[config.mk]
export PLATFORM = sky130hd
export DESIGN_NAME = pwm_grouped
export DESIGN_NICKNAME = d
export VERILOG_FILES = /design/src/rtl/pwm_grp_pkg.sv /design/src/rtl/pwm_regfile.sv /design/src/rtl/pwm_timebase.sv /design/src/rtl/pwm_channel.sv /design/src/rtl/pwm_grouped.sv
export SDC_FILE = /design/constraint.sdc
export NUM_CORES = 1
export LEC_CHECK = 0
export BUFFER_PORTS_ARGS = -buffer_cell sky130_fd_sc_hd__buf_4
export CORE_MARGIN = 2
export CORE_UTILIZATION = 55
export DETAILED_ROUTE_END_ITERATION = 7
export MAX_ROUTING_LAYER = met4
export PLACE_DENSITY = 0.74
export REMOVE_ABC_BUFFERS = 1
export SYNTH_ARGS = -nofsm -noshare
export SYNTH_HDL_FRONTEND = slang
export SYNTH_HIERARCHICAL = 1
export SYNTH_SLANG_ARGS = --single-unit
[constraint.sdc]
create_clock -name clk -period 2.7 [get_ports clk]
set_input_delay 0 -clock clk [delete_from_list [all_inputs] [get_ports clk]]
set_output_delay 0 -clock clk [all_outputs]
set_load 0.05 [all_outputs]
[src/rtl/pwm_grp_pkg.sv]
package pwm_grp_pkg;
  localparam int BYTE_W = 8;
  localparam int PS_W   = 16;

  localparam logic [5:0] A_GSEL_LO = 6'h08;
  localparam logic [5:0] A_GSEL_HI = 6'h09;
  localparam logic [5:0] A_SRC     = 6'h0A;
  localparam logic [5:0] A_EN      = 6'h0B;

  localparam int EN_BIT       = 1;
  localparam int PIN_HOLD_BIT = 7;
  localparam int PIN_LVL_BIT  = 2;

  // Bit position of channel ch's select field inside its select byte.
  function automatic int sel_lsb(int ch, int sel_w);
    return (ch % (BYTE_W / sel_w)) * sel_w;
  endfunction

  // Which select byte holds channel ch.
  function automatic int sel_byte(int ch, int sel_w);
    return ch / (BYTE_W / sel_w);
  endfunction
endpackage

[src/rtl/pwm_regfile.sv]
module pwm_regfile
  import pwm_grp_pkg::*;
#(
  parameter int NCH     = 8,
  parameter int NGRP    = 4,
  parameter int EW      = 2,
  parameter int EXT_GRP = 1,
  parameter int EXT_RST = 3,
  localparam int SEL_W  = $clog2(NGRP),
  localparam int CW     = BYTE_W + EW
) (
  input  logic                           clk,
  input  logic                           rst_n,
  input  logic                           wr_en,
  input  logic [5:0]                     addr,
  input  logic [7:0]                     wdata,
  output logic [7:0]                     rdata,
  output logic [NCH-1:0][BYTE_W-1:0]     duty_sh,
  output logic [NCH-1:0][SEL_W-1:0]      gsel,
  output logic [NGRP-1:0]                src_fast,
  output logic                           cnt_en,
  output logic [NGRP-1:0][CW-1:0]        ct_sh,
  output logic [NGRP-1:0][PS_W-1:0]      ps_sh,
  output logic [NCH-1:0][BYTE_W-1:0]     pinctl
);
  logic [NCH-1:0][7:0]  duty_q;
  logic [1:0][7:0]      sel_q;
  logic [NGRP-1:0]      src_q;
  logic                 en_q;
  logic [NGRP-1:0][7:0] ct_q;
  logic [NGRP-1:0][15:0] ps_q;
  logic [EW-1:0]        ext_q;
  logic [NCH-1:0][7:0]  pin_q;

  logic [2:0] ch_idx;
  logic [1:0] g_idx;
  logic       hit_duty, hit_grp, hit_pin;

  assign ch_idx   = addr[2:0];
  assign g_idx    = addr[3:2];
  assign hit_duty = (addr[5:3] == 3'b000);
  assign hit_grp  = (addr[5:4] == 2'b01);
  assign hit_pin  = (addr[5:3] == 3'b100);

  always_ff @(posedge clk or negedge rst_n) begin
    if (!rst_n) begin
      duty_q <= '0;
      sel_q  <= '0;
      src_q  <= '0;
      en_q   <= 1'b0;
      ct_q   <= '0;
      ps_q   <= '0;
      ext_q  <= EW'(EXT_RST);
      pin_q  <= '0;
    end else if (wr_en) begin
      if (hit_duty) duty_q[ch_idx] <= wdata;
      if (hit_pin)  pin_q[ch_idx]  <= wdata;
      if (addr == A_GSEL_LO) sel_q[0] <= wdata;
      if (addr == A_GSEL_HI) sel_q[1] <= wdata;
      if (addr == A_SRC)     src_q    <= wdata[NGRP-1:0];
      if (addr == A_EN)      en_q     <= wdata[EN_BIT];
      if (hit_grp) begin
        case (addr[1:0])
          2'd0: ct_q[g_idx]        <= wdata;
          2'd1: ps_q[g_idx][7:0]   <= wdata;
          2'd2: ps_q[g_idx][15:8]  <= wdata;
          default: if (int'(g_idx) == EXT_GRP) ext_q <= wdata[EW-1:0];
        endcase
      end
    end
  end

  always_comb begin
    rdata = '0;
    if (hit_duty)               rdata = duty_q[ch_idx];
    else if (hit_pin)           rdata = pin_q[ch_idx];
    else if (addr == A_GSEL_LO) rdata = sel_q[0];
    else if (addr == A_GSEL_HI) rdata = sel_q[1];
    else if (addr == A_SRC)     rdata = {{(8-NGRP){1'b0}}, src_q};
    else if (addr == A_EN)      rdata = {6'b0, en_q, 1'b0};
    else if (hit_grp) begin
      case (addr[1:0])
        2'd0:    rdata = ct_q[g_idx];
        2'd1:    rdata = ps_q[g_idx][7:0];
        2'd2:    rdata = ps_q[g_idx][15:8];
        default: rdata = (int'(g_idx) == EXT_GRP) ? 8'(ext_q) : 8'h00;
      endcase
    end
  end

  assign duty_sh  = duty_q;
  assign pinctl   = pin_q;
  assign src_fast = src_q;
  assign cnt_en   = en_q;
  assign ps_sh    = ps_q;

  for (genvar c = 0; c < NCH; c++) begin : g_sel
    assign gsel[c] = sel_q[sel_byte(c, SEL_W)][sel_lsb(c, SEL_W) +: SEL_W];
  end

  for (genvar g = 0; g < NGRP; g++) begin : g_ct
    if (g == EXT_GRP) begin : g_ext
      assign ct_sh[g] = {ext_q, ct_q[g]};
    end else begin : g_plain
      assign ct_sh[g] = {{EW{1'b0}}, ct_q[g]};
    end
  end

  // non-extended groups never present upper cycle-time bits
  p_ext_only_one_r8: assert property (@(posedge clk) disable iff (!rst_n)
    (ct_sh[(EXT_GRP + 1) % NGRP][CW-1:BYTE_W] == '0));
endmodule

[src/rtl/pwm_timebase.sv]
module pwm_timebase
  import pwm_grp_pkg::*;
#(
  parameter int CW = 10
) (
  input  logic            clk,
  input  logic            rst_n,
  input  logic            cnt_en,
  input  logic            fast_tick,
  input  logic            slow_tick,
  input  logic            use_fast,
  input  logic [CW-1:0]   ct_sh,
  input  logic [PS_W-1:0] ps_sh,
  output logic [CW-1:0]   cnt_o,
  output logic [CW-1:0]   ct_o,
  output logic            load_o,
  output logic            wrap_o
);
  logic [PS_W-1:0] pc_q, ps_act;
  logic [CW-1:0]   cnt_q, ct_act;
  logic            tick, step, wrap;

  assign tick   = use_fast ? fast_tick : slow_tick;
  assign step   = cnt_en && tick && (pc_q == ps_act);
  assign wrap   = step && (cnt_q == ct_act);
  assign load_o = wrap || !cnt_en;
  assign wrap_o = wrap;
  assign cnt_o  = cnt_q;
  assign ct_o   = ct_act;

  always_ff @(posedge clk or negedge rst_n) begin
    if (!rst_n) begin
      pc_q   <= '0;
      cnt_q  <= '0;
      ps_act <= '0;
      ct_act <= '0;
    end else if (!cnt_en) begin
      pc_q   <= '0;
      cnt_q  <= '0;
      ps_act <= ps_sh;
      ct_act <= ct_sh;
    end else if (tick) begin
      if (step) begin
        pc_q <= '0;
        if (wrap) begin
          cnt_q  <= '0;
          ps_act <= ps_sh;
          ct_act <= ct_sh;
        end else begin
          cnt_q <= cnt_q + 1'b1;
        end
      end else begin
        pc_q <= pc_q + 1'b1;
      end
    end
  end

  p_presc_bound_r2: assert property (@(posedge clk) disable iff (!rst_n)
    pc_q <= ps_act);
  p_cnt_bound_r3: assert property (@(posedge clk) disable iff (!rst_n)
    cnt_q <= ct_act);
  p_hold_off_r6: assert property (@(posedge clk) disable iff (!rst_n)
    !cnt_en |=> (cnt_q == '0) && (pc_q == '0));
  p_latch_only_wrap_r9: assert property (@(posedge clk) disable iff (!rst_n)
    !load_o |=> $stable(ct_act) && $stable(ps_act));
endmodule

[src/rtl/pwm_channel.sv]
module pwm_channel
  import pwm_grp_pkg::*;
#(
  parameter int CW = 10
) (
  input  logic              clk,
  input  logic              rst_n,
  input  logic              cnt_en,
  input  logic [BYTE_W-1:0] duty_sh,
  input  logic [BYTE_W-1:0] pinctl,
  input  logic [CW-1:0]     grp_cnt,
  input  logic [CW-1:0]     grp_ct,
  input  logic              grp_load,
  output logic              pwm_o
);
  logic [BYTE_W-1:0] duty_act;
  logic              raw, pwm_q;

  // Level of the waveform at a given counter position.
  function automatic logic pwm_level(logic [CW-1:0] cnt, logic [CW-1:0] ct,
                                     logic [BYTE_W-1:0] duty);
    logic [CW-1:0] d;
    d = CW'(duty);
    if (duty == '0) return 1'b0;
    if (d >= ct)    return 1'b1;
    return cnt < d;
  endfunction

  assign raw = cnt_en && pwm_level(grp_cnt, grp_ct, duty_act);

  always_ff @(posedge clk or negedge rst_n) begin
    if (!rst_n) begin
      duty_act <= '0;
      pwm_q    <= 1'b0;
    end else begin
      if (grp_load) duty_act <= duty_sh;
      pwm_q <= pinctl[PIN_HOLD_BIT] ? pinctl[PIN_LVL_BIT] : raw;
    end
  end

  assign pwm_o = pwm_q;

  p_zero_low_r5: assert property (@(posedge clk) disable iff (!rst_n)
    (!pinctl[PIN_HOLD_BIT] && duty_act == '0) |=> !pwm_o);
  p_full_high_r5: assert property (@(posedge clk) disable iff (!rst_n)
    (cnt_en && !pinctl[PIN_HOLD_BIT] && duty_act != '0 && CW'(duty_act) >= grp_ct)
      |=> pwm_o);
  p_off_low_r6: assert property (@(posedge clk) disable iff (!rst_n)
    (!cnt_en && !pinctl[PIN_HOLD_BIT]) |=> !pwm_o);
  p_pin_hold_r7: assert property (@(posedge clk) disable iff (!rst_n)
    pinctl[PIN_HOLD_BIT] |=> (pwm_o == $past(pinctl[PIN_LVL_BIT])));
  p_duty_latch_r9: assert property (@(posedge clk) disable iff (!rst_n)
    !grp_load |=> $stable(duty_act));
endmodule

[src/rtl/pwm_grouped.sv]
module pwm_grouped
  import pwm_grp_pkg::*;
#(
  parameter int NCH     = 8,
  parameter int NGRP    = 4,
  parameter int EW      = 2,
  parameter int EXT_GRP = 1,
  parameter int EXT_RST = 3
) (
  input  logic           clk,
  input  logic           rst_n,
  input  logic           fast_tick,
  input  logic           slow_tick,
  input  logic           wr_en,
  input  logic [5:0]     addr,
  input  logic [7:0]     wdata,
  output logic [7:0]     rdata,
  output logic [NCH-1:0] pwm_o
);
  localparam int SEL_W = $clog2(NGRP);
  localparam int CW    = BYTE_W + EW;

  logic [NCH-1:0][BYTE_W-1:0] duty_sh, pinctl;
  logic [NCH-1:0][SEL_W-1:0]  gsel;
  logic [NGRP-1:0]            src_fast;
  logic                       cnt_en;
  logic [NGRP-1:0][CW-1:0]    ct_sh, grp_cnt, grp_ct;
  logic [NGRP-1:0][PS_W-1:0]  ps_sh;
  logic [NGRP-1:0]            grp_load, grp_wrap;

  pwm_regfile #(
    .NCH(NCH), .NGRP(NGRP), .EW(EW), .EXT_GRP(EXT_GRP), .EXT_RST(EXT_RST)
  ) u_regs (
    .clk(clk), .rst_n(rst_n), .wr_en(wr_en), .addr(addr), .wdata(wdata),
    .rdata(rdata), .duty_sh(duty_sh), .gsel(gsel), .src_fast(src_fast),
    .cnt_en(cnt_en), .ct_sh(ct_sh), .ps_sh(ps_sh), .pinctl(pinctl)
  );

  for (genvar g = 0; g < NGRP; g++) begin : g_grp
    pwm_timebase #(.CW(CW)) u_tb (
      .clk(clk), .rst_n(rst_n), .cnt_en(cnt_en),
      .fast_tick(fast_tick), .slow_tick(slow_tick), .use_fast(src_fast[g]),
      .ct_sh(ct_sh[g]), .ps_sh(ps_sh[g]),
      .cnt_o(grp_cnt[g]), .ct_o(grp_ct[g]),
      .load_o(grp_load[g]), .wrap_o(grp_wrap[g])
    );
  end

  for (genvar c = 0; c < NCH; c++) begin : g_ch
    pwm_channel #(.CW(CW)) u_ch (
      .clk(clk), .rst_n(rst_n), .cnt_en(cnt_en),
      .duty_sh(duty_sh[c]), .pinctl(pinctl[c]),
      .grp_cnt(grp_cnt[gsel[c]]), .grp_ct(grp_ct[gsel[c]]),
      .grp_load(grp_load[gsel[c]]), .pwm_o(pwm_o[c])
    );
  end

  // no group wraps while the global enable is clear
  p_no_wrap_off_r6: assert property (@(posedge clk) disable iff (!rst_n)
    !cnt_en |-> (grp_wrap == '0));
  // a group wraps only from its top count
  p_wrap_at_top_r3: assert property (@(posedge clk) disable iff (!rst_n)
    grp_wrap[0] |-> (grp_cnt[0] == grp_ct[0]));
endmodule

==> flow_metrics.py, run 1 <==
metrics = {
    "outcome": {
        "status": "finished with violations",
        "violations": "negative setup slack",
    },
    "clock_network": {
        "clock_sinks": 527,
        "htree_levels": 2,
        "clockBufferDepth": 3,
        "cts_tree": "built",
        "clk_latency_ns": 0.64,
        "cts_root_buffer": "clkbuf_16",
        "cts_buffers": 56,
        "clk_pin_slew_ns": 0.07,
    },
    "pwr": {
        "cellPowerDensity_nw_per_um2": 679,
        "p_sw_mw": 8.59,
        "comb_power_share_pct": 27.8,
        "pwr-share-seq_pct": 40.0,
        "peakVddDrop_uv": 633,
        "p_int_mw": 16.8,
        "p_sw_share_pct": 33.8,
        "p_leak_nw": 17.3,
        "clkPwrFrac_pct": 32.2,
    },
    "floorplanning": {
        "die_w_um": 249,
        "core-area_um2": 59200,
        "ios": 35,
        "die_h_um": 249,
        "rows": 89,
        "dieArea_um2": 62000,
        "start_util_pct": 55.8,
    },
    "finish": {
        "final_util_pct": 63.1,
        "area_growth_syn_to_layout_pct": 13.2,
        "layoutNonFillerInstCount": 3673,
        "final_layout_size_suffix_gt1_share_pct": 27.9,
        "final.fill_count": 4462,
        "final_design_area_no_fill_um2": 37400,
        "fin_nets": 2993,
    },
    "timing": {
        "worst_slew_pin_slew_ns": 0.852,
        "rsz0062_at_grt": "no",
        "skew_ns": 0.0305,
        "final_hold_viol_count": 0,
        "hold_ws_ns": 0.0278,
        "finalSetupViolations": 1,
        "fin_setup_tns_ns": -0.00799,
        "relSlewSlack_pct": 43.2,
        "period_minus_slack_ns": 2.71,
        "slew_viol_final": 0,
        "setup_slack_ns": -0.00799,
        "timing.fmax_mhz": 369,
        "fin_crit_sh_pct": 100,
    },
    "critical_path": {
        "crit_start": "u_regs/pinctl[31]$_DFFE_PN0P_",
        "arrival_ns": 2.71,
        "crit_type": "flop to output port",
        "reg2regPathDepth": 9,
        "crit_buf_inv": 2,
        "cp_slowest_cell": "dfrtp_1",
        "path_cells": "and3_1, a211oi_1, o221ai_1, o311ai_0, buf_4, o2111ai_1, buf_4",
        "cp_max_fo": 4,
        "end_kind": "output port",
        "required_ns": 2.70,
        "worstReg2RegStart": "g_grp[1].u_tb/ct_o[2]$_DFFE_PN0P_",
        "cp.depth": 7,
        "crit_path_frequent_cell": "buf_4",
        "start_kind": "flop",
        "slowest_delay_ns": 0.54,
        "cpLargestDelayFamily": "compound AO/OA/AOI/OAI gates",
    },
    "flow_run": {
        "max-cap-violations": 0,
    },
    "detailed_routing": {
        "drt_wl_total_mm": 117,
        "via_per_inst": 6.95,
        "drc": 0,
        "via_count": 25500,
        "initialDrtViolationCount": 3216,
        "firstDrtPassIters": 6,
        "wl_per_cell_um": 31.7,
        "ant_nets": 0,
    },
    "placement": {
        "place_inst": 3540,
        "dp_hpwl_mm": 82.2,
        "io_buffer_count": 34,
        "gp_congestion": 1.04,
        "dpl_cell_area_um2": 35200,
    },
    "global_routing": {
        "antenna_found_initial": 4,
        "grt_pass1_wl_mm": 170,
        "grt_overflow_total": 0,
        "grtUsageTotal_pct": 38.4,
        "grt_max_degree": 86,
        "first_global_vias": 25300,
    },
    "synth": {
        "synth_cells": 2675,
        "avgSynthCellArea_um2": 12.3,
        "synth_area_um2": 33000,
        "synth_warnings": 6,
    },
    "hold_path": {
        "hold_class": "primary input to asynchronous set/reset pin",
    },
}
==> sequential cells by signal (all words and copies together) (netlist names) <==
register,cells
g_ch.u_ch/duty_act,64
g_ch.u_ch/pwm_o,8
g_grp.u_tb/cnt_o,40
g_grp.u_tb/ct_o,40
g_grp.u_tb/pc_q,64
g_grp.u_tb/ps_act,64
u_regs/cnt_en,1
u_regs/ct_sh,32
u_regs/duty_sh,64
u_regs/ext_q,2
u_regs/gsel,16
u_regs/pinctl,64
u_regs/ps_sh,64
u_regs/src_fast,4
==> timing repair <==
| item | CTS | global route |
|---|---|---|
| hold buffers | 14 | 0 |
| resized for setup | 10 | 11 |
| pin swaps | 1 | 3 |
| endpoints found under the setup margin | 5 | 52 |
| hold endpoints to repair | 521 | 0 |
| buffers inserted | 1 | 1 |
==> power groups by stage <==
stage | Clock (mW) | Sequential [mW] | Combinational (mW)
after floorplan | 0 | 9.94 | 3.97
after detailed placement | 0 | 10.2 | 6.76
after CTS | 8.25 | 10.1 | 6.86
final | 8.18 | 10.1 | 7.06
after global routing | 8.58 | 10.2 | 7.47
after global placement | 0 | 10.2 | 6.61
==> worst reg2reg max path, cell delays in order (launching register included) <==
cell	delay (ns)
dfrtp_1	0.54
xor2_1	0.25
nor2_1	0.27
nand3_2	0.25
o31ai_4	0.36
buf_12	0.24
mux4_1	0.40
buf_12	0.17
nand2_1	0.05
o21ai_1	0.07
==> layout by cell type (no fill, tap or decap), drive strengths merged, types with 11 or more instances in the layout <==
cell type    instances
diode               14
nand4               37
clkinv              16
dlygate4sd3         14
and3                28
or4                 16
dfrtp              525
ha                 133
or3                 13
a211oi              62
o22ai               24
nor2b               20
inv                151
mux2i               39
o211ai              11
xnor2               28
buf                232
a21oi               33
mux2               365
nand3               55
o31ai               20
nand2              186
nor4                46
mux4               196
o21ai              108
nand2b              18
xor2               128
a221oi              17
clkbuf              75
nor2               133
==> path summary, 6_finish.rpt <==
| path | slack [ns] | end |
|---|---|---|
| worst max-delay path | -0.008 | rdata[7] |
| worst min register to register | 0.50 | u_regs/pinctl[53]$_DFFE_PN0P_ |
| max in group asynchronous | 1.63 | g_grp[3].u_tb/pc_q[13]$_DFFE_PN0P_ |
| min in group clk | 0.05 | u_regs/gsel[6]$_DFFE_PN0P_ |
| worst max register to register | 0.01 | g_ch[5].u_ch/duty_act[3]$_DFFE_PN0P_ |
| worst min-delay path | 0.03 | g_ch[6].u_ch/duty_act[1]$_DFFE_PN0P_ |
==> layout make-up <==
type	count	area [um^2]	share of cell area, %
repair buffers	246	2250	6.02
diodes	14	35.0	0.0936
clock buffers	75	1520	4.07
clock inverters	28	408	1.09
well taps	773	967	2.59
flip-flops and latches	527	13200	35.3
inverters	149	559	1.50
multi-input cells	1861	18500	49.4
==> stage by stage <==
stage	worst slack, ns	power [mW]
3_3_place_gp	0.129	16.8
5_1_grt	0.00827	26.3
6_report	-0.00799	25.4
4_1_cts	0.0118	25.2
2_1_floorplan	-1.64	13.9
3_5_place_dp	0.0303	17.0
==> metal layers <==
layer / global-route usage, % / part of all wire (%)
met3: 9.95 / 11
met4: 23.1 / 7.3
met2: 55.8 / 44
met5: - / 0
met1: 48.7 / 38
Power figures use the tool's default switching activity.
==> run 2: changes to the inputs <==
--- a/config.mk
+++ b/config.mk
@@ -6,11 +6,11 @@
 export NUM_CORES = 1
 export LEC_CHECK = 0
 export BUFFER_PORTS_ARGS = -buffer_cell sky130_fd_sc_hd__buf_4
-export CORE_MARGIN = 2
-export CORE_UTILIZATION = 55
+export CORE_MARGIN = 8
+export CORE_UTILIZATION = 45
 export DETAILED_ROUTE_END_ITERATION = 7
+export GPL_TIMING_DRIVEN = 0
 export MAX_ROUTING_LAYER = met4
-export PLACE_DENSITY = 0.74
 export REMOVE_ABC_BUFFERS = 1
 export SYNTH_ARGS = -nofsm -noshare
 export SYNTH_HDL_FRONTEND = slang
==> flow_metrics.py, run 2 (same netlist as run 1, synthesis figures left out) <==
metrics = {
    "finish": {
        "final.fill_count": 6332,
        "fin_nets": 2919,
        "layout_common_cells": "dfrtp_1 (442), mux2_2 (357), nand2_1 (174)",
        "final_common_cell": "dfrtp_1",
        "final_design_area_no_fill_um2": 37600,
        "seqCellArea_um2": 13300,
        "final_util_pct": 51.6,
        "final_layout_size_suffix_gt1_share_pct": 30.3,
        "area_growth_syn_to_layout_pct": 13.8,
        "multi_input_area_um2": 18700,
    },
    "timing": {
        "final_hold_viol_count": 18,
        "worst_slew_pin_slew_ns": 1.14,
        "hold_ws_ns": -0.0178,
        "skew_ns": 0.0317,
        "rsz0062_at_grt": "yes",
        "period_minus_slack_ns": 2.77,
        "timing.fmax_mhz": 361,
        "relSlewSlack_pct": 23.4,
        "fin_setup_tns_ns": -0.405,
        "setup_slack_ns": -0.0721,
        "fin_crit_sh_pct": 103,
        "slew_viol_final": 0,
        "finalSetupViolations": 13,
    },
    "global_routing": {
        "grt_pass1_wl_mm": 162,
        "first_global_vias": 24600,
        "grtUsageTotal_pct": 26.9,
        "antenna_found_initial": 3,
        "grt_max_degree": 120,
        "grt_overflow_total": 0,
    },
    "pwr": {
        "clkPwrFrac_pct": 31.9,
        "peakVddDrop_uv": 539,
        "p_sw_share_pct": 33.9,
        "p_leak_nw": 16.8,
        "p_sw_mw": 8.63,
        "pwr-share-seq_pct": 41.7,
        "comb_power_share_pct": 26.3,
        "p_int_mw": 16.8,
        "cellPowerDensity_nw_per_um2": 677,
    },
    "critical_path": {
        "crit_type": "flop to flop",
        "cp.depth": 10,
        "path_cells": "xor2_1, nor4_1, nand3_2, o31ai_4, buf_4, buf_8, mux4_2, buf_12, nand2_2, o21ai_1",
        "slowest_delay_ns": 0.59,
        "worstReg2RegEnd": "g_ch[1].u_ch/duty_act[6]$_DFFE_PN0P_",
        "cp_slowest_cell": "dfrtp_1",
        "worstReg2RegStart": "g_grp[0].u_tb/ct_o[4]$_DFFE_PN0P_",
        "cpLargestDelayFamily": "simple AND/OR/NAND/NOR gates",
        "reg2regPathDepth": 10,
        "required_ns": 3.24,
        "arrival_ns": 3.32,
        "r2r_slack_ns": -0.07,
        "start_kind": "flop",
        "end_kind": "flop",
        "crit_buf_inv": 3,
        "cp_max_fo": 12,
    },
    "placement": {
        "gp_congestion": 0.982,
        "dpl_cell_area_um2": 34000,
        "io_buffer_count": 34,
        "dp_hpwl_mm": 75.9,
    },
    "clock_network": {
        "clk_latency_ns": 0.64,
        "cts_tree": "built",
        "clockBufferDepth": 3,
        "clk_pin_slew_ns": 0.06,
        "htree_levels": 2,
        "cts_buffers": 59,
        "clock_sinks": 527,
        "cts_root_buffer": "clkbuf_16",
    },
    "detailed_routing": {
        "drt_wl_total_mm": 112,
        "wl_per_cell_um": 29.7,
        "initialDrtViolationCount": 2298,
        "drc": 0,
        "via_per_inst": 6.51,
        "via_count": 24600,
        "ant_nets": 0,
        "firstDrtPassIters": 5,
    },
    "floorplanning": {
        "rows": 99,
        "ios": 35,
        "core-area_um2": 72800,
        "dieArea_um2": 82300,
        "die_h_um": 287,
        "start_util_pct": 45.4,
        "die_w_um": 287,
    },
    "hold_path": {
        "hold_class": "primary input to asynchronous set/reset pin",
    },
    "outcome": {
        "violations": "negative hold slack, negative setup slack",
        "status": "finished with violations",
    },
    "flow_run": {
        "max-cap-violations": 0,
    },
}
## run 2: layout make-up
class,count,share of cell area (%)
tap,959,3.19
clock inverter,28,0.855
antenna,6,0.0399
clock buffer,78,4.36
timing repair buffer,169,4.80
sequential,527,35.5
multi-input combinational,1861,49.8
inverter,149,1.49
## run 2: worst max-delay path by stage
stage / startpoint / end
3_5_place_dp: u_regs/src_fast[3]$_DFFE_PN0P_ / g_ch[1].u_ch/duty_act[4]$_DFFE_PN0P_
5_1_grt: g_grp[0].u_tb/ct_o[6]$_DFFE_PN0P_ / g_ch[1].u_ch/duty_act[5]$_DFFE_PN0P_
6_report: g_grp[0].u_tb/ct_o[4]$_DFFE_PN0P_ / g_ch[1].u_ch/duty_act[6]$_DFFE_PN0P_
3_3_place_gp: u_regs/cnt_en$_DFFE_PN0P_ / g_ch[3].u_ch/duty_act[1]$_DFFE_PN0P_
4_1_cts: u_regs/gsel[2]$_DFFE_PN0P_ / rdata[2]
2_1_floorplan: u_regs/cnt_en$_DFFE_PN0P_ / g_ch[1].u_ch/duty_act[7]$_DFFE_PN0P_
## run 2: power by group through the flow
stage                     Combinational, mW  Clock [mW]  Sequential, mW
after floorplan                        3.97           0            9.94
after global placement                 5.44           0            10.7
after detailed placement               5.74           0            10.8
after CTS                              6.18        8.33            10.6
after global routing                   7.19        8.61            10.7
final                                  6.70        8.13            10.6
## run 2: timing repair
action / 4_1_cts / 5_1_grt
hold buffers: 18 / 0
hold endpoints to repair: 390 / 0
gates resized for setup: 126 / 55
buffers inserted: 33 / 69
endpoints found under the setup margin: 267 / 132
pin swaps: 11 / 13
## run 2: metrics by stage
stage	cells	setup WS [ns]	power, mW
4_1_cts	3702	0.000599	25.1
2_1_floorplan	2537	-1.64	13.9
3_5_place_dp	3545	-1.24	16.5
5_1_grt	3772	-0.148	26.5
3_3_place_gp	3530	-5.15	16.2
6_report	3777	-0.0721	25.4
## run 2: routing by layer
metal	GRT usage, %	vias to the layer above	share of wire (%)
li1	-	10400	-
met1	33.3	12600	39
met2	41.2	1274	46
met3	5.47	365	8.3
met4	15.0	0	7.4
met5	-	-	0
